[src/rtl/cmp_tm_pkg.sv]
package cmp_tm_pkg;

    localparam int EVT_W      = 6;
    localparam int EV_READ    = 0;
    localparam int EV_WRITE   = 1;
    localparam int EV_ENTER   = 2;
    localparam int EV_CBR     = 3;
    localparam int EV_RASONLY = 4;
    localparam int EV_HIDDEN  = 5;
    localparam int NIB_W      = 4;
    localparam int BYTE_W     = 2 * NIB_W;

    typedef struct packed {
        logic rd;
        logic wr;
        logic enter;
        logic leave;
    } cmd_t;

endpackage

[src/rtl/cmp_tm_evt_decode.sv]
module cmp_tm_evt_decode
    import cmp_tm_pkg::*;
(
    input  logic [EVT_W-1:0] evt,
    output cmd_t             cmd
);

    logic legal;

    always_comb begin
        legal      = (evt != '0) && ((evt & (evt - 1'b1)) == '0);
        cmd.rd     = legal && evt[EV_READ];
        cmd.wr     = legal && evt[EV_WRITE];
        cmd.enter  = legal && evt[EV_ENTER];
        cmd.leave  = legal && (evt[EV_CBR] || evt[EV_RASONLY] || evt[EV_HIDDEN]);
    end

endmodule

[src/rtl/cmp_tm_mode_ctl.sv]
module cmp_tm_mode_ctl (
    input  logic clk,
    input  logic rst_n,
    input  logic enter,
    input  logic leave,
    output logic tm
);

    typedef struct packed {
        logic tm;
    } mode_st_t;

    mode_st_t st_d, st_q;

    always_comb begin
        st_d = st_q;
        if (enter) begin
            st_d.tm = 1'b1;
        end else if (leave) begin
            st_d.tm = 1'b0;
        end
    end

    always_ff @(posedge clk) begin
        if (!rst_n) begin
            st_q <= '0;
        end else begin
            st_q <= st_d;
        end
    end

    assign tm = st_q.tm;

endmodule

[src/rtl/cmp_tm_array.sv]
module cmp_tm_array
    import cmp_tm_pkg::*;
#(
    parameter int WORDS = 64,
    parameter int IDX_W = $clog2(WORDS)
) (
    input  logic              clk,
    input  logic              rst_n,
    input  logic              we,
    input  logic              tm,
    input  logic [IDX_W-1:0]  idx,
    input  logic              half,
    input  logic [NIB_W-1:0]  wdata,
    output logic [BYTE_W-1:0] rd_word
);

    logic [BYTE_W-1:0] mem_q [WORDS];
    logic [BYTE_W-1:0] word_d;

    always_comb begin
        rd_word = mem_q[idx];
        if (tm) begin
            word_d = {BYTE_W{wdata[0]}};
        end else if (half) begin
            word_d = {wdata, rd_word[NIB_W-1:0]};
        end else begin
            word_d = {rd_word[BYTE_W-1:NIB_W], wdata};
        end
    end

    always_ff @(posedge clk) begin
        if (!rst_n) begin
            for (int i = 0; i < WORDS; i++) begin
                mem_q[i] <= '0;
            end
        end else if (we) begin
            mem_q[idx] <= word_d;
        end
    end

endmodule

[src/rtl/cmp_tm_rd_fmt.sv]
module cmp_tm_rd_fmt
    import cmp_tm_pkg::*;
(
    input  logic [BYTE_W-1:0] word,
    input  logic              half,
    input  logic              tm,
    output logic [NIB_W-1:0]  nib
);

    logic agree;

    always_comb begin
        agree = (&word) || (~|word);
        if (tm) begin
            nib = {{(NIB_W-1){1'b1}}, agree};
        end else if (half) begin
            nib = word[BYTE_W-1:NIB_W];
        end else begin
            nib = word[NIB_W-1:0];
        end
    end

endmodule

[src/rtl/cmp_tm_dram.sv]
module cmp_tm_dram
    import cmp_tm_pkg::*;
#(
    parameter int WORDS  = 64,
    parameter int ADDR_W = $clog2(WORDS) + 1
) (
    input  logic              clk,
    input  logic              rst_n,
    input  logic [EVT_W-1:0]  evt,
    input  logic [ADDR_W-1:0] addr,
    input  logic [NIB_W-1:0]  wdata,
    output logic [NIB_W-1:0]  rd_data,
    output logic              rd_valid,
    output logic              test_mode
);

    localparam int IDX_W = ADDR_W - 1;

    typedef struct packed {
        logic             vld;
        logic [NIB_W-1:0] data;
    } out_st_t;

    cmd_t              cmd;
    logic              tm;
    logic [BYTE_W-1:0] word;
    logic [NIB_W-1:0]  nib;
    logic              half;
    out_st_t           out_d, out_q;

    assign half = addr[0];

    cmp_tm_evt_decode u_dec (
        .evt (evt),
        .cmd (cmd)
    );

    cmp_tm_mode_ctl u_mode (
        .clk   (clk),
        .rst_n (rst_n),
        .enter (cmd.enter),
        .leave (cmd.leave),
        .tm    (tm)
    );

    cmp_tm_array #(
        .WORDS (WORDS),
        .IDX_W (IDX_W)
    ) u_arr (
        .clk     (clk),
        .rst_n   (rst_n),
        .we      (cmd.wr),
        .tm      (tm),
        .idx     (addr[ADDR_W-1:1]),
        .half    (half),
        .wdata   (wdata),
        .rd_word (word)
    );

    cmp_tm_rd_fmt u_fmt (
        .word (word),
        .half (half),
        .tm   (tm),
        .nib  (nib)
    );

    always_comb begin
        out_d     = out_q;
        out_d.vld = cmd.rd;
        if (cmd.rd) begin
            out_d.data = nib;
        end
    end

    always_ff @(posedge clk) begin
        if (!rst_n) begin
            out_q <= '0;
        end else begin
            out_q <= out_d;
        end
    end

    assign rd_data   = out_q.data;
    assign rd_valid  = out_q.vld;
    assign test_mode = tm;

endmodule

[config.mk]
export PLATFORM = sky130hd
export DESIGN_NAME = cmp_tm_dram
export DESIGN_NICKNAME = d
export VERILOG_FILES = /design/src/rtl/cmp_tm_pkg.sv /design/src/rtl/cmp_tm_evt_decode.sv /design/src/rtl/cmp_tm_mode_ctl.sv /design/src/rtl/cmp_tm_array.sv /design/src/rtl/cmp_tm_rd_fmt.sv /design/src/rtl/cmp_tm_dram.sv
export SDC_FILE = /design/constraint.sdc
export NUM_CORES = 1
export LEC_CHECK = 0
export BUFFER_PORTS_ARGS = -buffer_cell sky130_fd_sc_hd__buf_2
export CAP_MARGIN = 20
export CORE_MARGIN = 4
export CORE_UTILIZATION = 40
export CTS_BUF_LIST = sky130_fd_sc_hd__clkbuf_8
export CTS_CLUSTER_DIAMETER = 80
export CTS_CLUSTER_SIZE = 12
export DETAILED_ROUTE_END_ITERATION = 10
export HOLD_SLACK_MARGIN = 0.06
export SYNTH_ARGS = -nofsm -noshare
export SYNTH_HDL_FRONTEND = slang
export SYNTH_SLANG_ARGS = --single-unit
[constraint.sdc]
create_clock -name clk -period 5.5 [get_ports clk]
set_input_delay 0.825 -clock clk [delete_from_list [all_inputs] [get_ports clk]]
set_output_delay 0.825 -clock clk [all_outputs]
set_load 0.05 [all_outputs]
==> flow_summary.ini, run 1 <==
[run_status]
status = completed

[critical_path]
cp_common_cell = buf_4
end_kind = flip-flop
criticalPathCategory = in2reg
cp-start-kind = input port
path_buf_inv = 4
cp_max_fo = 36
cp_cell_sequence = buf_2 > buf_4 > nor2_4 > buf_4 > a22oi_1 > o22ai_1 > o31ai_1 > and4_1 > o21ai_1 > mux2i_4 > buf_12 > nor2_1
required_ns = 5.90
critPathSlowestCell = o31ai_1
crit_family = compound AO/OA/AOI/OAI gates
cpPeakStageDelay_ns = 0.65
worstPathArrival_ns = 4.65

[floorplan]
fp.dieW_um = 247.8
die_h_um = 247.8
dieArea_um2 = 61380
core_um2 = 56600
pin_count = 25
initial_core_util_pct = 40.62
row_count = 87

[synthesis]
synthCells = 1840
synth_edf_count = 512
ys_async_sr_fraction_pct = 0
synthDistinctLibCells = 71
syn_area_per_cell_um2 = 12.50
synth_seq_cells = 518
synth_top_flop_cell = edfxtp_1
ys_seq_area_share_pct = 67.39
synthesis.nets = 1859
syn_area_um2 = 22990
ys_warn_count = 0

[grt]
grt_overflow = 0
grtUsageTotal_pct = 22.80
first_global_vias = 15470
grt_pass1_wl_mm = 104.1
antenna_found_initial = 0
grt_max_degree = 71

[sta]
min_period_over_period_pct = 77.40
finalSetupTns_ns = 0
slew-limit-headroom_pct = 28.86
rsz0062_at_grt = false
worstMarginPinSlew_ns = 1.067
hold_viol = 0
finalCriticalPeriod_ns = 4.257
final_max_slew_viol_count = 0
finClkSkew_ns = 0.03514
setup_viol_count_final = 0
max_freq_ghz = 0.2349

[final_layout]
stdcell_area_um2 = 25000
final_common_cell = edfxtp_1
num_antenna_cells = 0
layout_common_cells = edfxtp_1, nor2_1, a22oi_1
area_delta_synth_final_pct = 8.723
drive_gt1_share_pct = 15.15
fin_nets = 1869
final_core_util_pct = 44.16
fin_cells = 2618

[cts]
cts_buffer_depth = 3
cts_buffers = 49
cts-resized-gates = 0
ctsHoldBuffers = 0
clock_sinks = 518
cts_tree = yes
cts-root-buf = clkbuf_8
postCtsSetupBuffers = 0
clk_pin_slew_worst_paths_ns = 0.09
clkLatencyLatePin_ns = 0.68
cts_htree_levels = 2

[worst_hold_path]
hold_class = in2reg

[place]
place_inst = 2555
place_hpwl_mm = 45.97
dpl_cell_area_um2 = 24240
globalplace.congestion = 0.9014
port_buffers = 24

[power_and_ir_drop]
vdd_drop_max_uv = 155.4
p_per_area_nw_per_um2 = 297.7
power.leakage_nw = 8.513

[routing]
routedWlPerCell_um = 26.94
via_per_inst = 6.115
post-route-drc-count = 0
ant_nets = 0
drt-total-wl_mm = 70.52
first_pass_iters = 8
vias = 16010
first_iter_violations = 2335

[flow_run]
maxCapViolCount = 0
-- flip-flops by register name, summed over array words and instances (netlist names) --
| name | flops |
|---|---|
| rd_data | 4 |
| rd_valid | 1 |
| u_arr.mem_q | 512 |
| u_mode.tm | 1 |
-- cell type report --
cell class	instances	area, µm²
multi-input combinational	1163	6808
timing repair buffer	115	980.9
inverter	3	11.26
sequential	518	15490
clock inverter	12	55.05
tap	756	945.9
fill	5166	31610
clock buffer	51	701.9
-- cell families (layout without fill, tap and decap cells) --
| family | count (synthesis) | after routing | share of synthesized area (%) |
|---|---|---|---|
| AND/OR/NAND/NOR | 775 | 775 | 15.16 |
| flip-flops | 518 | 518 | 67.39 |
| AO/OA/AOI/OAI | 340 | 340 | 10.92 |
| buffers and inverters | 159 | 181 | 3.461 |
| multiplexers | 47 | 47 | 3.031 |
| XOR/XNOR | 1 | 1 | 0.03810 |
-- routing by layer --
layer / up-vias / share of wire (%) / track usage [%]
li1: 6895 / - / -
met5: - / 0 / 0
met2: 944 / 47 / 35.77
met4: 0 / 2.9 / 6.869
met1: 8050 / 40 / 32.26
met3: 120 / 9.9 / 4.667
-- per-stage QoR --
step	setup slack [ns]	total power, mW	hold WS, ns
floorplan	2.030	5.039	0.7554
global placement	0.8014	5.361	0.5440
detailed placement	0.7941	5.369	0.5467
CTS	1.485	7.458	0.4809
global route	1.170	7.671	0.5390
finish	1.243	7.442	0.5131
-- Yosys cell counts (all sizes together) (6+ instances only) --
| cell type | count | area, µm² |
|---|---|---|
| mux2i | 26 | 280.3 |
| nand2 | 88 | 330.3 |
| nor3 | 7 | 40.04 |
| and3b | 6 | 52.55 |
| o21ai | 30 | 153.9 |
| o32ai | 6 | 52.55 |
| and3 | 10 | 62.56 |
| a31oi | 10 | 62.56 |
| dfxtp | 6 | 120.1 |
| o22ai | 26 | 162.7 |
| a211oi | 6 | 50.05 |
| nand3 | 69 | 345.3 |
| edfxtp | 512 | 15370 |
| a22oi | 133 | 998.5 |
| a22o | 14 | 122.6 |
| a221oi | 42 | 367.9 |
| nor2 | 534 | 2157 |
| buf | 95 | 555.5 |
| a21oi | 31 | 177.7 |
| nand3b | 6 | 45.04 |
| clkbuf | 61 | 229.0 |
| nor3b | 12 | 90.09 |
| nor4 | 6 | 73.82 |
| mux4 | 16 | 360.4 |
| o211ai | 11 | 82.58 |
-- worst min-delay path, delay by kind of cell --
kind,cells,cell delay (ns)
buf+inv,1,0.13
compound gates,1,0.10
simple gates,1,0.10
-- power breakdown --
part	total, mW	leakage, nW	switching [mW]	internal, mW
clock network	2.15	0.423	1.31	0.839
logic	0.793	2.78	0.596	0.197
registers	4.50	5.31	0.0448	4.45
-- final timing paths --
check                                                         to                              from  cells after the start  slack, ns
worst max-delay path             u_arr.mem_q[6][7]$_SDFFCE_PN0P_                           addr[2]                     12       1.24
worst min register to register           rd_data[1]$_SDFFE_PN0P_           rd_data[1]$_SDFFE_PN0P_                      2       0.56
worst max register to register  u_arr.mem_q[27][6]$_SDFFCE_PN0P_  u_arr.mem_q[36][6]$_SDFFCE_PN0P_                      9       2.19
worst min-delay path                      u_mode.tm$_SDFFE_PN0P_                            evt[2]                      3       0.51
Note: power is estimated with default switching activity, not from simulation.
==> run 2, diff against run 1 <==
Clock period 5.5 ns to 3.82 ns, I/O delays scaled along.
==> flow_summary.ini, run 2 (synthesis results as in run 1) <==
[run_status]
status = completed

[worst_hold_path]
hold_class = in2reg
min_path_cells = 3

[routing]
first_pass_iters = 5
vias = 16300
post-route-drc-count = 0
routedWlPerCell_um = 26.73
drt-total-wl_mm = 71.70
first_iter_violations = 2331
ant_nets = 0
via_per_inst = 6.076

[sta]
max_freq_ghz = 0.2933
slew-limit-headroom_pct = 27.26
final_max_slew_viol_count = 0
setup_ws_ns = 0.4106
finClkSkew_ns = 0.02867
setup_viol_count_final = 0
min_period_over_period_pct = 89.25
fin_hold_ws_ns = 0.2712
worstMarginPinSlew_ns = 1.089
finalCriticalPeriod_ns = 3.409
hold_viol = 0
rsz0062_at_grt = false

[cts]
cts_buffer_depth = 3
cts-resized-gates = 0
cts-root-buf = clkbuf_8
clock_sinks = 518
cts_buffers = 49
clkLatencyLatePin_ns = 0.67
postCtsSetupBuffers = 0
cts_htree_levels = 2
ctsHoldBuffers = 0
clk_pin_slew_worst_paths_ns = 0.08
cts_tree = yes

[power_and_ir_drop]
power.share.switching_pct = 26.13
power.share.sequential_pct = 60.0
p_comb_share_pct = 12.1
pwr-share-clk_pct = 28.0
power.leakage_nw = 8.915
totalPowerFinal_mw = 10.79
p_int_mw = 7.971
power.switching_mw = 2.820
p_per_area_nw_per_um2 = 418.8
vdd_drop_max_uv = 217.8

[critical_path]
required_ns = 4.32
criticalPathCategory = in2reg
end_kind = flip-flop
worstPathArrival_ns = 3.91
cp_max_fo = 33
reg2reg_depth = 9
cp-start-kind = input port

[floorplan]
pin_count = 25
dieArea_um2 = 61380
die_h_um = 247.8
core_um2 = 56600
initial_core_util_pct = 40.62
fp.dieW_um = 247.8
row_count = 87

[final_layout]
fin_cells = 2682
layout_common_cells = edfxtp_1, nor2_1, a22oi_1
area_delta_synth_final_pct = 12.08
top_register = u_arr.mem_q
largest_reg_flops = 512
drive_gt1_share_pct = 17.68
final_core_util_pct = 45.53
fin_nets = 1932
final_common_cell = edfxtp_1

[grt]
grt_overflow = 0
grt_pass1_wl_mm = 105.4
grtUsageTotal_pct = 23.32
antenna_found_initial = 4
first_global_vias = 15670
grt_max_degree = 65

[place]
post-place-ws_ns = -0.2072
place_inst = 2618
globalplace.congestion = 0.8890
port_buffers = 24
place_hpwl_mm = 48.20

[flow_run]
maxCapViolCount = 0
run 2: cell type report:
cell class,count,area (µm²)
Antenna cell,3,7.507
Clock buffer,49,674.4
Clock inverter,12,50.05
Fill cell,5150,30830
Inverter,3,11.26
Multi-Input combinational cell,1163,6807
Sequential cell,518,15490
Tap cell,756,945.9
Timing Repair Buffer,178,1779
run 2: per-layer routing:
layer	GRT usage (%)	share of wire (%)
met5	0	0.032
met4	8.479	4.0
met3	5.186	10
met2	36.16	46
met1	32.48	40
run 2: stage by stage:
stage / TNS (ns) / instance area, µm²
2_1_floorplan: 0 / 22990
6_report: 0 / 25770
3_5_place_dp: -28.58 / 25040
3_3_place_gp: -17.45 / 25040
5_1_grt: 0 / 25760
4_1_cts: 0 / 25760
run 2: worst paths after layout:
kind / start / slack [ns] / end
worst max register to register: u_arr.mem_q[44][1]$_SDFFCE_PN0P_ / 0.69 / u_arr.mem_q[30][1]$_SDFFCE_PN0P_
worst max-delay path: addr[1] / 0.41 / u_arr.mem_q[30][7]$_SDFFCE_PN0P_
worst min register to register: rd_data[2]$_SDFFE_PN0P_ / 0.61 / rd_data[2]$_SDFFE_PN0P_
worst min-delay path: evt[2] / 0.27 / u_mode.tm$_SDFFE_PN0P_
run 2: power by group through the flow:
stage                     Sequential, mW  Clock, mW  Combinational [mW]
after CTS                           6.47       3.06                1.29
after global routing                6.49       3.26                1.36
after floorplan                     6.57          0               0.681
after detailed placement            6.60          0                1.28
final                               6.47       3.02                1.30
after global placement              6.59          0                1.27
run 2: critical path, stage by stage:
cell       delay [ns]
buf_2            0.30
nor2b_4          0.91
a221oi_1         0.29
nor3_1           0.54
a2111oi_0        0.18
buf_4            0.18
and4_1           0.19
o21ai_1          0.20
mux2i_4          0.16
buf_12           0.21
nor2_1           0.13
==> run 3, diff against run 2 <==
Settings changed: GPL_ROUTABILITY_DRIVEN set to 0, REMOVE_ABC_BUFFERS set to 1.
==> flow_summary.ini, run 3 (synthesis results as in run 1) <==
[grt]
busiest_layer = met2
grt_max_degree = 65
grt_use_met1_pct = 32.79
grtUsageTotal_pct = 23.09
first_global_vias = 15980
use_met2_pct = 36.50
met3_usage_pct = 3.479
antenna_found_initial = 0
grt_pass1_wl_mm = 105.8
grt_overflow = 0

[sta]
max_freq_ghz = 0.2717
min_period_over_period_pct = 96.36
worstMarginPinSlew_ns = 0.8116
slew-limit-headroom_pct = 45.82
final_max_slew_viol_count = 0
setup_ws_ns = 0.1391
finalCriticalPeriod_ns = 3.681
hold_viol = 0
rsz0062_at_grt = false
finClkSkew_ns = 0.06127
finalSetupTns_ns = 0
setup_viol_count_final = 0

[critical_path]
cp_common_cell = buf_4
path_depth = 13
cp_cell_sequence = buf_2 > buf_4 > nor2_4 > buf_4 > a22o_1 > o21ai_0 > a31oi_1 > nor4_1 > buf_4 > nand3_1 > mux2i_4 > buf_4 > nor2_1
crit_family = buffers and inverters
criticalPathCategory = in2reg
cpPeakStageDelay_ns = 0.51
rr_endpoint = u_arr.mem_q[45][5]$_SDFFCE_PN0P_
end_kind = flip-flop
ff2ff_setup_slack_ns = 0.66
required_ns = 4.24
cp_max_fo = 18
cp-start-kind = input port
path_buf_inv = 5
reg2reg_depth = 10
reg2reg_from = u_arr.mem_q[23][5]$_SDFFCE_PN0P_
critPathSlowestCell = o21ai_0
worstPathArrival_ns = 4.10

[cts]
ctsHoldBuffers = 0
cts_buffers = 49
cts_tree = yes
cts_buffer_depth = 3
clock_sinks = 518
clkLatencyLatePin_ns = 0.69
postCtsSetupBuffers = 0
clk_pin_slew_worst_paths_ns = 0.08
cts_htree_levels = 2
cts-resized-gates = 0
cts-root-buf = clkbuf_8

[routing]
post-route-drc-count = 0
drt-total-wl_mm = 71.11
first_iter_violations = 2009
first_pass_iters = 6
via_per_inst = 6.018
ant_nets = 0
routedWlPerCell_um = 26.22
vias = 16320

[floorplan]
fp.dieW_um = 247.8
core_um2 = 56600
row_count = 87
initial_core_util_pct = 40.62
dieArea_um2 = 61380
die_h_um = 247.8
pin_count = 25

[worst_hold_path]
hold_end = u_mode.tm$_SDFFE_PN0P_
hold_class = in2reg
min_path_cells = 3
worstHoldStart = evt[2]

[place]
place_inst = 2637
post-place-ws_ns = -0.4952
port_buffers = 24
place_hpwl_mm = 48.19

[final_layout]
num_antenna_cells = 0
fin_cells = 2712
area_delta_synth_final_pct = 12.55
fin_nets = 1951
largest_reg_flops = 512
layout_common_cells = edfxtp_1, nor2_1, buf_4
final_common_cell = edfxtp_1
fillers = 5107
drive_gt1_share_pct = 18.61
top_register = u_arr.mem_q

[run_status]
status = completed

[power_and_ir_drop]
vdd_drop_max_uv = 233.5
power.leakage_nw = 9.025
p_per_area_nw_per_um2 = 421.4

[flow_run]
maxCapViolCount = 0
run 3: cell count changes in the layout (fill, tap and decap cells not counted), sizes merged:
cell	before	now
inv	12	23
clkinv	3	2
clkinvlp	0	3
bufinv	0	1
diode	3	0
buf	178	197
run 3: metrics by stage:
| stage | cell area, µm² | total power, mW | hold WS [ns] | utilization [%] |
|---|---|---|---|---|
| floorplan | 22210 | 7.115 | 0.6947 | - |
| global placement | 25060 | 7.833 | 0.5467 | 44.27 |
| detailed placement | 25060 | 7.852 | 0.5365 | 44.27 |
| CTS | 25880 | 10.94 | 0.1962 | 45.72 |
| global route | 25880 | 11.24 | 0.2408 | 45.72 |
| finish | 25880 | 10.90 | 0.2439 | 45.72 |
run 3: worst reg2reg max path, stage by stage, from the launching register on:
cell and delay (ns):
edfxtp_1 0.38, and3_1 0.19, o211ai_1 0.34, buf_4 0.21, o2111ai_1 0.23, a211oi_1 0.36, and4b_1 0.40, o21ai_1 0.13
mux2i_4 0.19, buf_4 0.34, nor2_1 0.10
run 3: worst max-delay path by stage:
stage | from | end | slack, ns
3_5_place_dp | addr[1] | u_arr.mem_q[38][6]$_SDFFCE_PN0P_ | -0.50
6_report | addr[1] | u_arr.mem_q[18][0]$_SDFFCE_PN0P_ | 0.14
2_1_floorplan | addr[1] | u_arr.mem_q[39][1]$_SDFFCE_PN0P_ | -0.50
3_3_place_gp | addr[1] | u_arr.mem_q[20][6]$_SDFFCE_PN0P_ | -0.43
4_1_cts | addr[1] | u_arr.mem_q[38][6]$_SDFFCE_PN0P_ | 0.23
5_1_grt | addr[1] | u_arr.mem_q[19][6]$_SDFFCE_PN0P_ | 0.008
run 3: layer usage:
layer / part of all wire (%) / vias to the layer above / wire length, µm
li1: - / 7078 / -
met1: 41 / 8212 / 29290
met2: 46 / 898 / 32870
met3: 9.1 / 134 / 6506
met4: 3.4 / 0 / 2447
met5: 0 / - / 0
run 3: where the power goes:
group	leakage [nW]	total, mW	internal [mW]	switching (mW)
Sequential	5.31	6.47	6.41	0.0646
Clock	0.485	3.16	1.25	1.91
Combinational	3.23	1.27	0.378	0.888
Total	9.02	10.9	8.04	2.86
run 3: final cells by class:
| type | instances | area (µm²) | share of cell area, % |
|---|---|---|---|
| Clock buffer | 49 | 674.4 | 2.606 |
| Clock inverter | 26 | 142.6 | 0.5512 |
| Inverter | 3 | 11.26 | 0.04352 |
| Multi-Input combinational cell | 1163 | 6812 | 26.32 |
| Sequential cell | 518 | 15490 | 59.88 |
| Tap cell | 756 | 945.9 | 3.655 |
| Timing Repair Buffer | 197 | 1797 | 6.943 |
